`config.mk`:
```
export PLATFORM = sky130hd
export DESIGN_NAME = ips_cell
export DESIGN_NICKNAME = d
export VERILOG_FILES = /design/src/rtl/ips_pkg.sv /design/src/rtl/ips_pipe_reg.sv /design/src/rtl/ips_valid_track.sv /design/src/rtl/ips_mac_stage.sv /design/src/rtl/ips_cell.sv
export SDC_FILE = /design/constraint.sdc
export NUM_CORES = 1
export LEC_CHECK = 0
export BUFFER_PORTS_ARGS = -buffer_cell sky130_fd_sc_hd__buf_2
export CAP_MARGIN = 20
export CORE_MARGIN = 5
export CORE_UTILIZATION = 44
export DETAILED_ROUTE_END_ITERATION = 10
export GPL_ROUTABILITY_DRIVEN = 0
export SLEW_MARGIN = 20
export SYNTH_ARGS = -nofsm -noshare
export SYNTH_HDL_FRONTEND = slang
export SYNTH_SLANG_ARGS = --single-unit
```
`constraint.sdc`:
```
create_clock -name clk -period 6.6 [get_ports clk]
set_input_delay 1.32 -clock clk [delete_from_list [all_inputs] [get_ports clk]]
set_output_delay 1.32 -clock clk [all_outputs]
set_load 0.01 [all_outputs]
```
`src/rtl/ips_pkg.sv`:
```
package ips_pkg;

   // Width of the accumulated result for a given operand width and mode.
   function automatic int res_w(input int data_w, input bit wrap);
      return wrap ? data_w : 2 * data_w + 1;
   endfunction

   // Width of the raw product before the addend is applied.
   function automatic int prod_w(input int data_w);
      return 2 * data_w;
   endfunction

endpackage

```
`src/rtl/ips_pipe_reg.sv`:
```
module ips_pipe_reg #(
   parameter int W = 16
) (
   input  logic                clk,
   input  logic                rst,
   input  logic signed [W-1:0] d,
   output logic signed [W-1:0] q
);

   if (W < 1) begin : g_bad_w
      $error("ips_pipe_reg: W must be at least 1");
   end

   always_ff @(posedge clk) begin
      if (rst) q <= '0;
      else     q <= d;
   end


   pass_through_chk: assert property (@(posedge clk) disable iff (rst)
      !$past(rst) |-> q == $past(d));

endmodule

```
`src/rtl/ips_valid_track.sv`:
```
module ips_valid_track (
   input  logic clk,
   input  logic rst,
   input  logic vin,
   output logic vout
);

   always_ff @(posedge clk) begin
      if (rst) vout <= 1'b0;
      else     vout <= vin;
   end


   valid_delay_chk: assert property (@(posedge clk) disable iff (rst)
      !$past(rst) |-> vout == $past(vin));


   valid_reset_chk: assert property (@(posedge clk)
      $past(rst) |-> !vout);

endmodule

```
`src/rtl/ips_mac_stage.sv`:
```
module ips_mac_stage
   import ips_pkg::*;
#(
   parameter int DATA_W      = 16,
   parameter bit WRAP_RESULT = 1'b0,
   localparam int RW = res_w(DATA_W, WRAP_RESULT),
   localparam int PW = prod_w(DATA_W),
   localparam int FW = 2 * DATA_W + 1
) (
   input  logic                     clk,
   input  logic                     rst,
   input  logic signed [DATA_W-1:0] a,
   input  logic signed [DATA_W-1:0] b,
   input  logic signed [DATA_W-1:0] c,
   output logic signed [RW-1:0]     acc
);

   if (DATA_W < 2) begin : g_bad_w
      $error("ips_mac_stage: DATA_W must be at least 2");
   end

   logic signed [PW-1:0] prod;
   logic signed [FW-1:0] prod_x;
   logic signed [FW-1:0] add_x;
   logic signed [FW-1:0] sum_full;
   logic signed [RW-1:0] sum_sel;

   always_comb begin
      prod     = a * b;
      prod_x   = {prod[PW-1], prod};
      add_x    = {{(FW-DATA_W){c[DATA_W-1]}}, c};
      sum_full = prod_x + add_x;
   end

   if (WRAP_RESULT) begin : g_wrap
      assign sum_sel = sum_full[DATA_W-1:0];
   end else begin : g_full
      assign sum_sel = sum_full;
   end

   always_ff @(posedge clk) begin
      if (rst) acc <= '0;
      else     acc <= sum_sel;
   end


   mac_result_chk: assert property (@(posedge clk) disable iff (rst)
      !$past(rst) |-> acc == RW'($past(a) * $past(b) + $past(c)));


   mac_reset_chk: assert property (@(posedge clk)
      $past(rst) |-> acc == '0);

endmodule

```
`src/rtl/ips_cell.sv`:
```
module ips_cell
   import ips_pkg::*;
#(
   parameter int DATA_W      = 16,
   parameter bit WRAP_RESULT = 1'b0
) (
   input  logic                                            clk,
   input  logic                                            rst,
   input  logic                                            in_valid,
   input  logic signed [DATA_W-1:0]                        a_in,
   input  logic signed [DATA_W-1:0]                        b_in,
   input  logic signed [DATA_W-1:0]                        c_in,
   output logic                                            out_valid,
   output logic signed [DATA_W-1:0]                        a_out,
   output logic signed [DATA_W-1:0]                        b_out,
   output logic signed [res_w(DATA_W, WRAP_RESULT)-1:0]    c_out
);

   if (DATA_W < 2 || DATA_W > 31) begin : g_bad_w
      $error("ips_cell: DATA_W must lie in 2..31");
   end

   ips_pipe_reg #(.W(DATA_W)) u_a_lane (
      .clk(clk), .rst(rst), .d(a_in), .q(a_out));

   ips_pipe_reg #(.W(DATA_W)) u_b_lane (
      .clk(clk), .rst(rst), .d(b_in), .q(b_out));

   ips_mac_stage #(.DATA_W(DATA_W), .WRAP_RESULT(WRAP_RESULT)) u_mac (
      .clk(clk), .rst(rst), .a(a_in), .b(b_in), .c(c_in), .acc(c_out));

   ips_valid_track u_valid (
      .clk(clk), .rst(rst), .vin(in_valid), .vout(out_valid));


   lanes_coherent_chk: assert property (@(posedge clk) disable iff (rst)
      (!$stable(a_out) || !$stable(b_out)) && !$past(rst) |->
         c_out == $bits(c_out)'($past(a_in) * $past(b_in) + $past(c_in)));

endmodule

```
# After elaboration in Yosys (flattened, before gate mapping)
# Index checks and enable logic that the tools add are counted.
word_totals:
  register_bits: 66
  input_bits: 51
  out_inout_bits: 66
  word_cells: 6
op_classes:
  add_sub_neg: 1
  mul: 1
ops:
  columns: ["op", "count"]
  rows:
  - ["$add 32x16->33", 1]
  - ["$mul 16x16->32", 1]

# Logic depth before layout (Yosys ltp)
depth:
  word_depth: 2
  mapped_depth: 23

# Modules after synthesis
# Synthesis repeated with hierarchy kept, for this count alone.
hier_totals:
  hier_cells: 1283
  hier_area_um2: 12376.9
by_module_without_submodules:
  columns: ["module", "instances", "cells_per_inst", "area_each_um2"]
  rows:
  - ["ips_mac_stage", 1, 1215, 11414.7]
  - ["ips_pipe_reg", 2, 33, 464.2]
  - ["ips_valid_track", 1, 2, 33.8]

# Worst setup path after synthesis
# Ideal clock, no wire load.
synth_path:
  kind: "input to register"
  from: "in b_in[8]"
  to: "reg u_mac.acc[31]"
  setup_time_ns: 0.128
  t_arrival_ns: 6.751
  t_required_ns: 6.472
  slack_ns: -0.279
  path_stages: 22
  n_path_buf: 2
  path_cell_list: "clkbuf_1 -> clkbuf_1 -> nand2_1 -> fa_1 -> inv_1 -> fa_1 -> inv_1 -> fa_1 -> inv_1 -> fa_1 -> fa_1 -> inv_1 -> fa_1 -> inv_1 -> ha_1 -> a21oi_1 -> nor2_1 -> a221o_1 -> o32a_1 -> a311oi_2 -> xor2_1 -> nor2_1"
synth_between:
  elab_chain_cells: 2
synth_lines:
  columns: ["item", "line", "text"]
  rows:
  - ["start: declaration", "ips_cell.sv:11", "input logic signed [DATA_W-1:0] b_in,"]
  - ["$mul 16x16->32", "ips_mac_stage.sv:29", "prod = a * b;"]
  - ["$add 32x16->33", "ips_mac_stage.sv:32", "sum_full = prod_x + add_x;"]
  - ["end signal: assignment", "ips_mac_stage.sv:43", "else acc <= sum_sel;"]
  - ["end: declaration", "ips_mac_stage.sv:15", "output logic signed [RW-1:0] acc"]
# Every way passes these cells.
# A chain may end at the register's enable or synchronous reset.

# Worst setup path in the final report
layout_path:
  from: "in b_in[4]"
  to: "reg u_mac.acc[30]"
# Same word-level chain as after synthesis.

==> out/results.tsv <==
metric	value	unit
warnings from Yosys	0	
relative slew slack	46.0	%
layout cells sized above 1	22.4	%
FFs w/ async S/R, synth	0	%
Syn Nets	1753	
Die Height	178	um
Die Width	178	um
Crit Path Max Fanout	11	
routed length per instance	15.8	um
port bufs	116	
final wirelength	31000	um
Gate Count Post-Synth	1331	
worst min path class	in2reg	
antenna viol nets, final	0	
placed instance area	14600	um2
CTS Hold Bufs	0	
XOR/XNOR Fraction of Synth Area	2.18	%
Yosys reg bits	66	
global-route wire length before repair	52100	um
Initial Util	44.7	%
mux cell area share after synthesis	0.120	%
Fillers	2585	
GRT Total Usage	21.0	%
Seq/Total Area, Yosys	10.6	%
vias after detailed routing	9450	
Area Growth Syn to Fin	21.7	%
ant diodes	0	
Nets	2006	
root buf cell	clkbuf_16	
max-cap viol count	0	
initial antenna violation count	0	
Longest Clk Path Bufs	2	
share of the synthesized area in the top cell type	45.9	%
Pre-Repair DR Iteration Count	5	
CTS Buf Count	9	
total clock sinks	66	
simple-gate share of the synthesized area	16.0	%
DRC viols	0	
core area	27900	um2
critical setup path kind	in2reg	
clk slew on worst S/H paths	0.06	ns
slew of the pin with the lowest slew margin	0.810	ns
largest family of logic cells by synthesized area	adder cells	
CP startpoint kind	primary input	
Area contributors post-synth	fa_1 (46%), dfxtp_1 (11%), inv_1 (9.6%), ha_1 (8.5%), and2_1 (6.1%)	
largest net degree at the start of global routing	68	
Crit path arrival time	6.69	ns
Post-Syn Area	12500	um2
post-route cell area	15200	um2
achievable frequency	0.155	GHz
status	completed	
count leader, synth	inv_1	
most instantiated cells after synthesis	inv_1 (320), fa_1 (286), nand2_1 (139)	
row count	61	
Adder-Cell Fraction of Synth Area	54.4	%
area fraction in compound gates after synthesis	5.43	%
vias in the first global route	10500	
number of top-level pins	117	
vias per cell	4.80	
max-slew violation count	0	
unrepaired setup endpoints after global routing	true	
TritonCTS clock tree	built	
Post-synth EDFFs	0	
post-synth cell types	51	
fin crit period	6.45	ns
Overflow after GRT	0	
WP data required	6.84	ns
DRT iter0 DRCs	319	
# setup viols final	0	
Final period util	97.8	%
Synth Flop Type	dfxtp_1	
die area	31800	um2
Post-DP HPWL	26400	um
Final Hold Fails	0	
synthesized area per cell	9.38	um2
H-tree levels	3	
CP endpoint kind	flop	
leading area contributor after synthesis	fa_1	
==> sequential cells by signal, summed over array words and instances (netlist names) <==
| signal | flops |
|---|---|
| u_valid.vout | 1 |
| u_a_lane.q | 16 |
| u_b_lane.q | 16 |
| u_mac.acc | 33 |
==> path summary, 6_finish.rpt <==
check | depth (start not counted) | slack (ns) | startpoint | end
max | 19 | 0.15 | b_in[4] | u_mac.acc[30]
min | 2 | 1.18 | in_valid | u_valid.vout
==> timing repair <==
item | in CTS | in global routing
setup endpoints to repair | 0 | 11
resized for setup | 0 | 60
setup buffers | 0 | 4
==> metal layers <==
layer  up-vias  global-route usage [%]  part of all wire, %
met2       203                    40.7                   55
met5         -                       0                    0
li1       4411                       -                    -
met4         0                    5.34                  2.3
met1      4788                    24.5                   38
met3        48                    2.23                  4.2
==> worst max-delay path, cell delays in order <==
cell,delay (ns)
clkbuf_4,0.17
and2_4,0.18
fa_1,0.53
inv_1,0.05
fa_1,0.50
fa_1,0.44
fa_1,0.54
inv_1,0.05
fa_1,0.56
fa_1,0.49
ha_1,0.34
a21oi_2,0.16
buf_4,0.14
o211ai_1,0.10
a21boi_2,0.17
o211ai_2,0.14
a311oi_2,0.39
o211ai_2,0.12
mux2_4,0.30
==> area by class of cell <==
class,count,area [um2],share of cell area [%]
clock buffer,9,225,1.48
clock inverter,7,77.6,0.511
inverter,320,1200,7.91
multi-input combinational,897,9920,65.3
sequential,66,1320,8.70
tap,378,473,3.11
timing repair buffer,290,1970,13.0
==> cells in the final DEF (no fill, tap or decap), types with 4 or more instances in the layout <==
cell,count
o21a_1,7
dfxtp_1,66
ha_4,5
nor2_1,52
o21ai_0,14
a21o_1,9
xor2_1,10
ha_1,77
nor2b_1,43
o211ai_1,5
nand4_1,5
nand3_1,9
buf_2,101
buf_6,6
clkbuf_4,10
xnor2_1,21
clkbuf_16,9
buf_4,171
fa_2,7
inv_1,317
and2_1,120
nand2_1,139
nand2b_1,6
nor3_1,8
a21oi_2,8
a31oi_1,4
a21oi_1,25
fa_1,279
==> stage by stage <==
step	setup TNS [ns]	hold WS, ns	cells	utilization (%)	setup slack, ns
floorplan	0	1.45	1331	-	0.00337
global placement	-1.68	1.53	1947	52.4	-0.241
detailed placement	-2.03	1.54	1947	52.4	-0.279
CTS	0	1.18	1963	53.5	0.0838
global route	-0.0236	1.21	1967	54.4	-0.0119
finish	0	1.18	1967	54.4	0.146
==> cells by family after synthesis <==
family / after synthesis
buffers and inverters: 368
muxes: 1
and+or+nand+nor: 397
adders and majority gates: 371
AOI/OAI and AO/OA: 97
DFF: 66
xor gates and xnor gates: 31
Power is left out: the tool's default activity adds up to more than one toggle a clock period on the data nets, which glitch-free logic cannot reach.
